## src/rtl/lsc_pkg.sv

```systemverilog
package lsc_pkg;

    localparam int LSC_DATA_W  = 8;
    localparam int LSC_ADDR_W  = 3;
    localparam int LSC_NUM_SRC = 2;
    localparam int LSC_CHG_BIT = 3;
    localparam int LSC_SUM_BIT = 0;

    typedef logic [LSC_DATA_W-1:0] lsc_byte_t;

    // Register offsets; status and delta offsets are consecutive per source.
    typedef enum logic [LSC_ADDR_W-1:0] {
        RA_STAT0     = 3'd0,
        RA_STAT1     = 3'd1,
        RA_DELTA0    = 3'd2,
        RA_DELTA1    = 3'd3,
        RA_LINE_IRQ  = 3'd4,
        RA_LINE_MASK = 3'd5,
        RA_GLOBAL    = 3'd6,
        RA_SPARE     = 3'd7
    } lsc_addr_e;

    // Per-source view exported by each change detector.
    typedef struct packed {
        lsc_byte_t live;
        lsc_byte_t snap;
        lsc_byte_t delta;
    } lsc_src_view_t;

    function automatic lsc_addr_e stat_addr(input int idx);
        return lsc_addr_e'(int'(RA_STAT0) + idx);
    endfunction

    function automatic lsc_addr_e delta_addr(input int idx);
        return lsc_addr_e'(int'(RA_DELTA0) + idx);
    endfunction

    function automatic lsc_byte_t place_bit(input int pos, input logic v);
        lsc_byte_t r;
        r      = '0;
        r[pos] = v;
        return r;
    endfunction

endpackage

```

## src/rtl/lsc_change_det.sv

```systemverilog
module lsc_change_det
    import lsc_pkg::*;
(
    input  logic          clk,
    input  logic          rst,
    input  lsc_byte_t     live_i,
    input  logic          snap_load_i,
    output logic          changed_o,
    output lsc_src_view_t view_o
);

    lsc_byte_t prev_q;
    lsc_byte_t snap_q;

    // prev_q follows the input every cycle, including reset, so the
    // comparison is valid from the first edge after reset.
    always_ff @(posedge clk) begin
        prev_q <= live_i;
        if (rst || snap_load_i) begin
            snap_q <= live_i;
        end
    end

    assign changed_o    = (live_i != prev_q);
    assign view_o.live  = live_i;
    assign view_o.snap  = snap_q;
    assign view_o.delta = live_i ^ snap_q;

endmodule

```

## src/rtl/lsc_irq_core.sv

```systemverilog
module lsc_irq_core
    import lsc_pkg::*;
#(
    parameter lsc_byte_t MASK_RESET = '1,
    parameter int        CHG_BIT    = LSC_CHG_BIT
) (
    input  logic      clk,
    input  logic      rst,
    input  logic      any_change_i,
    input  logic      flag_rd_i,
    input  logic      mask_wr_i,
    input  lsc_byte_t wdata_i,
    output logic      flag_o,
    output lsc_byte_t mask_o,
    output logic      summary_o
);

    logic      flag_q;
    lsc_byte_t mask_q;

    // A change in the same cycle as a clearing read wins.
    always_ff @(posedge clk) begin
        if (rst) begin
            flag_q <= 1'b0;
        end else if (any_change_i) begin
            flag_q <= 1'b1;
        end else if (flag_rd_i) begin
            flag_q <= 1'b0;
        end
    end

    always_ff @(posedge clk) begin
        if (rst) begin
            mask_q <= MASK_RESET;
        end else if (mask_wr_i) begin
            mask_q <= wdata_i;
        end
    end

    assign flag_o    = flag_q;
    assign mask_o    = mask_q;
    assign summary_o = flag_q & ~mask_q[CHG_BIT];

endmodule

```

## src/rtl/lsc_reg_file.sv

```systemverilog
module lsc_reg_file
    import lsc_pkg::*;
#(
    parameter int CHG_BIT = LSC_CHG_BIT,
    parameter int SUM_BIT = LSC_SUM_BIT
) (
    input  logic                   rd_i,
    input  logic                   wr_i,
    input  logic [LSC_ADDR_W-1:0]  addr_i,
    input  lsc_src_view_t          view_i [LSC_NUM_SRC],
    input  logic                   flag_i,
    input  lsc_byte_t              mask_i,
    input  logic                   summary_i,
    output lsc_byte_t              rdata_o,
    output logic [LSC_NUM_SRC-1:0] snap_load_o,
    output logic                   flag_rd_o,
    output logic                   mask_wr_o
);

    for (genvar g = 0; g < LSC_NUM_SRC; g++) begin : g_snap
        assign snap_load_o[g] = rd_i && (addr_i == stat_addr(g));
    end

    assign flag_rd_o = rd_i && (addr_i == RA_LINE_IRQ);
    assign mask_wr_o = wr_i && (addr_i == RA_LINE_MASK);

    always_comb begin
        rdata_o = '0;
        for (int i = 0; i < LSC_NUM_SRC; i++) begin
            if (addr_i == stat_addr(i)) begin
                rdata_o = view_i[i].live;
            end
            if (addr_i == delta_addr(i)) begin
                rdata_o = view_i[i].delta;
            end
        end
        case (addr_i)
            RA_LINE_IRQ:  rdata_o = place_bit(CHG_BIT, flag_i);
            RA_LINE_MASK: rdata_o = mask_i;
            RA_GLOBAL:    rdata_o = place_bit(SUM_BIT, summary_i);
            default: ;
        endcase
    end

endmodule

```

## src/rtl/lsc_irq_agg.sv

```systemverilog
module lsc_irq_agg
    import lsc_pkg::*;
#(
    parameter lsc_byte_t MASK_RESET = '1,
    parameter int        CHG_BIT    = LSC_CHG_BIT,
    parameter int        SUM_BIT    = LSC_SUM_BIT
) (
    input  logic                  clk,
    input  logic                  rst,
    input  logic                  reg_rd,
    input  logic                  reg_wr,
    input  logic [LSC_ADDR_W-1:0] reg_addr,
    input  logic [LSC_DATA_W-1:0] reg_wdata,
    output logic [LSC_DATA_W-1:0] reg_rdata,
    input  logic [LSC_DATA_W-1:0] stat_a,
    input  logic [LSC_DATA_W-1:0] stat_b,
    output logic                  irq_n
);

    lsc_byte_t              live [LSC_NUM_SRC];
    lsc_src_view_t          view [LSC_NUM_SRC];
    logic [LSC_NUM_SRC-1:0] changed;
    logic [LSC_NUM_SRC-1:0] snap_load;
    logic                   flag_rd;
    logic                   mask_wr;
    logic                   flag_q;
    lsc_byte_t              mask_q;
    logic                   summary;

    assign live[0] = stat_a;
    assign live[1] = stat_b;

    for (genvar g = 0; g < LSC_NUM_SRC; g++) begin : g_src
        lsc_change_det u_det (
            .clk         (clk),
            .rst         (rst),
            .live_i      (live[g]),
            .snap_load_i (snap_load[g]),
            .changed_o   (changed[g]),
            .view_o      (view[g])
        );
    end

    lsc_irq_core #(
        .MASK_RESET (MASK_RESET),
        .CHG_BIT    (CHG_BIT)
    ) u_core (
        .clk          (clk),
        .rst          (rst),
        .any_change_i (|changed),
        .flag_rd_i    (flag_rd),
        .mask_wr_i    (mask_wr),
        .wdata_i      (reg_wdata),
        .flag_o       (flag_q),
        .mask_o       (mask_q),
        .summary_o    (summary)
    );

    lsc_reg_file #(
        .CHG_BIT (CHG_BIT),
        .SUM_BIT (SUM_BIT)
    ) u_regs (
        .rd_i        (reg_rd),
        .wr_i        (reg_wr),
        .addr_i      (reg_addr),
        .view_i      (view),
        .flag_i      (flag_q),
        .mask_i      (mask_q),
        .summary_i   (summary),
        .rdata_o     (reg_rdata),
        .snap_load_o (snap_load),
        .flag_rd_o   (flag_rd),
        .mask_wr_o   (mask_wr)
    );

    assign irq_n = ~summary;

endmodule

```

## config.mk

```make
export PLATFORM = sky130hd
export DESIGN_NAME = lsc_irq_agg
export DESIGN_NICKNAME = d
export VERILOG_FILES = /design/src/rtl/lsc_pkg.sv /design/src/rtl/lsc_change_det.sv /design/src/rtl/lsc_irq_core.sv /design/src/rtl/lsc_reg_file.sv /design/src/rtl/lsc_irq_agg.sv
export SDC_FILE = /design/constraint.sdc
export NUM_CORES = 1
export LEC_CHECK = 0
export ABC_AREA = 1
export CAP_MARGIN = 40
export CORE_ASPECT_RATIO = 0.9
export CORE_MARGIN = 5
export CORE_UTILIZATION = 40
export CTS_BUF_LIST = sky130_fd_sc_hd__clkbuf_8
export CTS_CLUSTER_SIZE = 8
export DETAILED_ROUTE_END_ITERATION = 8
export PLACE_DENSITY = 0.66
export RECOVER_POWER = 50
export SYNTH_ARGS = -nofsm -noshare
export SYNTH_HDL_FRONTEND = slang
export SYNTH_SLANG_ARGS = --single-unit
```

## constraint.sdc

```tcl
create_clock -name clk -period 2.8 [get_ports clk]
set_clock_uncertainty 0.2 [all_clocks]
set_input_delay 0.28 -clock clk [delete_from_list [all_inputs] [get_ports clk]]
set_output_delay 0.28 -clock clk [all_outputs]
set_load 0.01 [all_outputs]
```

==> reports/qor.txt <==
met1 Use GR: 20.0%
unrepaired setup endpoints after global routing: false
area growth from synthesis to layout: 31.2%
Via Count: 1595
hold buffer count at CTS: 0
met2 usage: 23.4%
initial antenna violation count: 0
CTS tree: yes
worst-path fanout max: 8
root buffer cell: clkbuf_8
Die Y: 75.1 um
die area: 6190 um^2
Cell Chain, Critical Path: clkdlybuf4s50_1 > nand2_1 > nor2_2 > nand2_1 > o21ai_0 > a21oi_1 > nand3_1 > clkdlybuf4s50_1
Core ar.: 4520 um^2
Worst VDD drop: 0.354 mV
share of post-route cells with drive strength above 1: 9.93%
Buf/Inv on CP: 2
routability congestion estimate: 0.758
CP top delay family: buffers and inverters
CP startpoint kind: input port
Synth cell types: 22
global routing's busiest layer: met2
Skew-Pair Late Insertion Delay: 0.29 ns
IO Pins: 40
Slew Viols, Final: 0
GRT Residual Overflow: 0
critical path startpoint: reg_addr[1]
Final Cell Area: 2470 um^2
Final Hold Vio Count: 0
DP Wirelength: 3.26 mm
top post-synthesis cells by area: dfxtp_1 27%, edfxtp_1 25%, nand2_1 15%, nand3_1 7.4%, xor2_1 4.6%
relative slew slack: 77.5%
CP max-delay cell: clkdlybuf4s50_1
Worst Path Required: 2.32 ns
total track usage: 15.3%
post_cts resized: 0
setup violators final: 0
Fillers: 460
number of diodes: 0
Synth Cell Area: 1890 um^2
outcome: complete, no violations
port bufs: 39
H-tree levels: 2
wire per inst: 12.1 um
Vias/cell: 4.64
synthesis warning total: 0
Post-CTS Setup Bufs: 0
pin count of the biggest net entering global routing: 13
fin util: 54.7%
global-route wire length before repair: 6.94 mm
synthesized flop and latch total: 41
slowest cell delay on critical path: 0.55 ns
clk slew on worst S/H paths: 0.07 ns
launching point of the worst reg2reg path: g_src[1].u_det.prev_q[2]$_DFF_P_
Placed Area: 2380 um^2
Yosys top cell by area: dfxtp_1
Mapped Avg Cell Area: 8.16 um^2
Gate Count Post-Synth: 231
drt pass-1 iters: 4
wirelength, routed: 4.15 mm
critical hold path startpoint: u_core.mask_o[5]$_SDFFE_PP1P_
CTS Buffer Depth: 2
vias in the first global route: 1532
measured slew at the worst slew-check pin: 0.337 ns
Power Density: 513 nW/um^2
Syn Nets: 262
# nets final: 312
critical path capture point type: output pin
post-synth top area share: 26.5%
DRC Markers: 0
crit path kind: input port to output pin
hold_ws: 0.278 ns
GRT met3 Usage: 3.71%
min cycle time layout: 2.60 ns
Max Cap Violations: 0
1st-iter DRT viols: 110
Initial Util: 41.7%
Seq/Total Area, Yosys: 52.0%
fmax: 384 MHz
TritonCTS buffer count: 5
Leak: 1.12 nW
TNS Setup: 0 ns
row count: 23
clock sink count: 41
post-route clock period utilization: 93.0%
die width: 82.4 um
crit path DAT: 2.12 ns
HP Class: flop to flop
antenna-violating nets left: 0
-- synthesized netlist by cell type --
master	number
a21oi_1	10
clkinv_1	1
clkinv_4	1
dfxtp_1	25
edfxtp_1	16
inv_1	23
inv_2	2
inv_4	1
nand2_1	74
nand2_2	1
nand2_4	1
nand3_1	28
nand3_2	1
nor2_1	10
nor2_2	3
nor3_1	2
o2111ai_1	1
o21ai_0	7
o21ai_1	1
or2_2	8
xnor2_1	5
xor2_1	10
-- routing by layer --
metal	up-vias	wire (um)
met4	0	80
met5	-	0
met1	715	1930
li1	834	-
met3	6	240
met2	40	1900
-- kinds of logic (layout without fill, tap and decap cells) --
family	after synthesis	after routing	share of synthesized area [%]
flops	41	41	52.0
buf+inv	28	79	5.97
simple gates	128	128	29.8
compound gates	19	19	5.24
xor+xnor	15	15	6.97
-- cell usage in the layout, fill, tap and decap left out, types with 7 or more instances in the layout --
cell type,count
o21ai_0,7
edfxtp_1,16
xor2_1,10
nor2_1,10
nand3_1,28
nand2_1,74
dfxtp_1,25
a21oi_1,10
or2_2,8
clkdlybuf4s50_1,23
dlygate4sd3_1,16
inv_1,25
-- area by class of cell --
cell class	count	area, um^2	share of cell area (%)
flip-flops and latches	41	981	39.7
multi-input cells	162	792	32.0
repair buffers	43	420	17.0
inverters	28	113	4.55
clock buffers	6	82.6	3.34
well taps	62	77.6	3.14
clock inverters	2	7.51	0.303
-- stage by stage --
step / cells / setup WS [ns] / total power, mW
global placement: 336 / 0.216 / 0.900
detailed placement: 336 / 0.186 / 0.905
global route: 344 / 0.0343 / 1.34
finish: 344 / 0.197 / 1.27
floorplan: 231 / 0.991 / 0.787
CTS: 344 / 0.171 / 1.29
-- registers in the layout, summed over array words and instances, names as in the netlist --
register,count
u_core.flag_o,1
g_src.u_det.snap_q,16
g_src.u_det.prev_q,16
u_core.mask_o,8
-- worst paths after layout --
check / endpoint / cells past startpoint / slack [ns]
setup / recovery: reg_rdata[7] / 8 / 0.20
hold / removal: u_core.mask_o[5]$_SDFFE_PP1P_ / 2 / 0.28
setup reg to reg: u_core.flag_o$_SDFFE_PP0P_ / 7 / 1.51
hold reg to reg: u_core.mask_o[5]$_SDFFE_PP1P_ / 2 / 0.28
-- power breakdown --
group	internal (mW)	switching, mW
sequential	0.661	0.0164
combinational	0.105	0.103
clock	0.194	0.190
-- worst register-to-register path, stage by stage (launching register included) --
cell and delay, ns:
dfxtp_1 0.33, inv_1 0.04, nand2_1 0.04, nand2_1 0.05
nor3_1 0.21, nand3_1 0.10, nor2_1 0.16, nor2_1 0.05
Power figures use the tool's default switching activity.
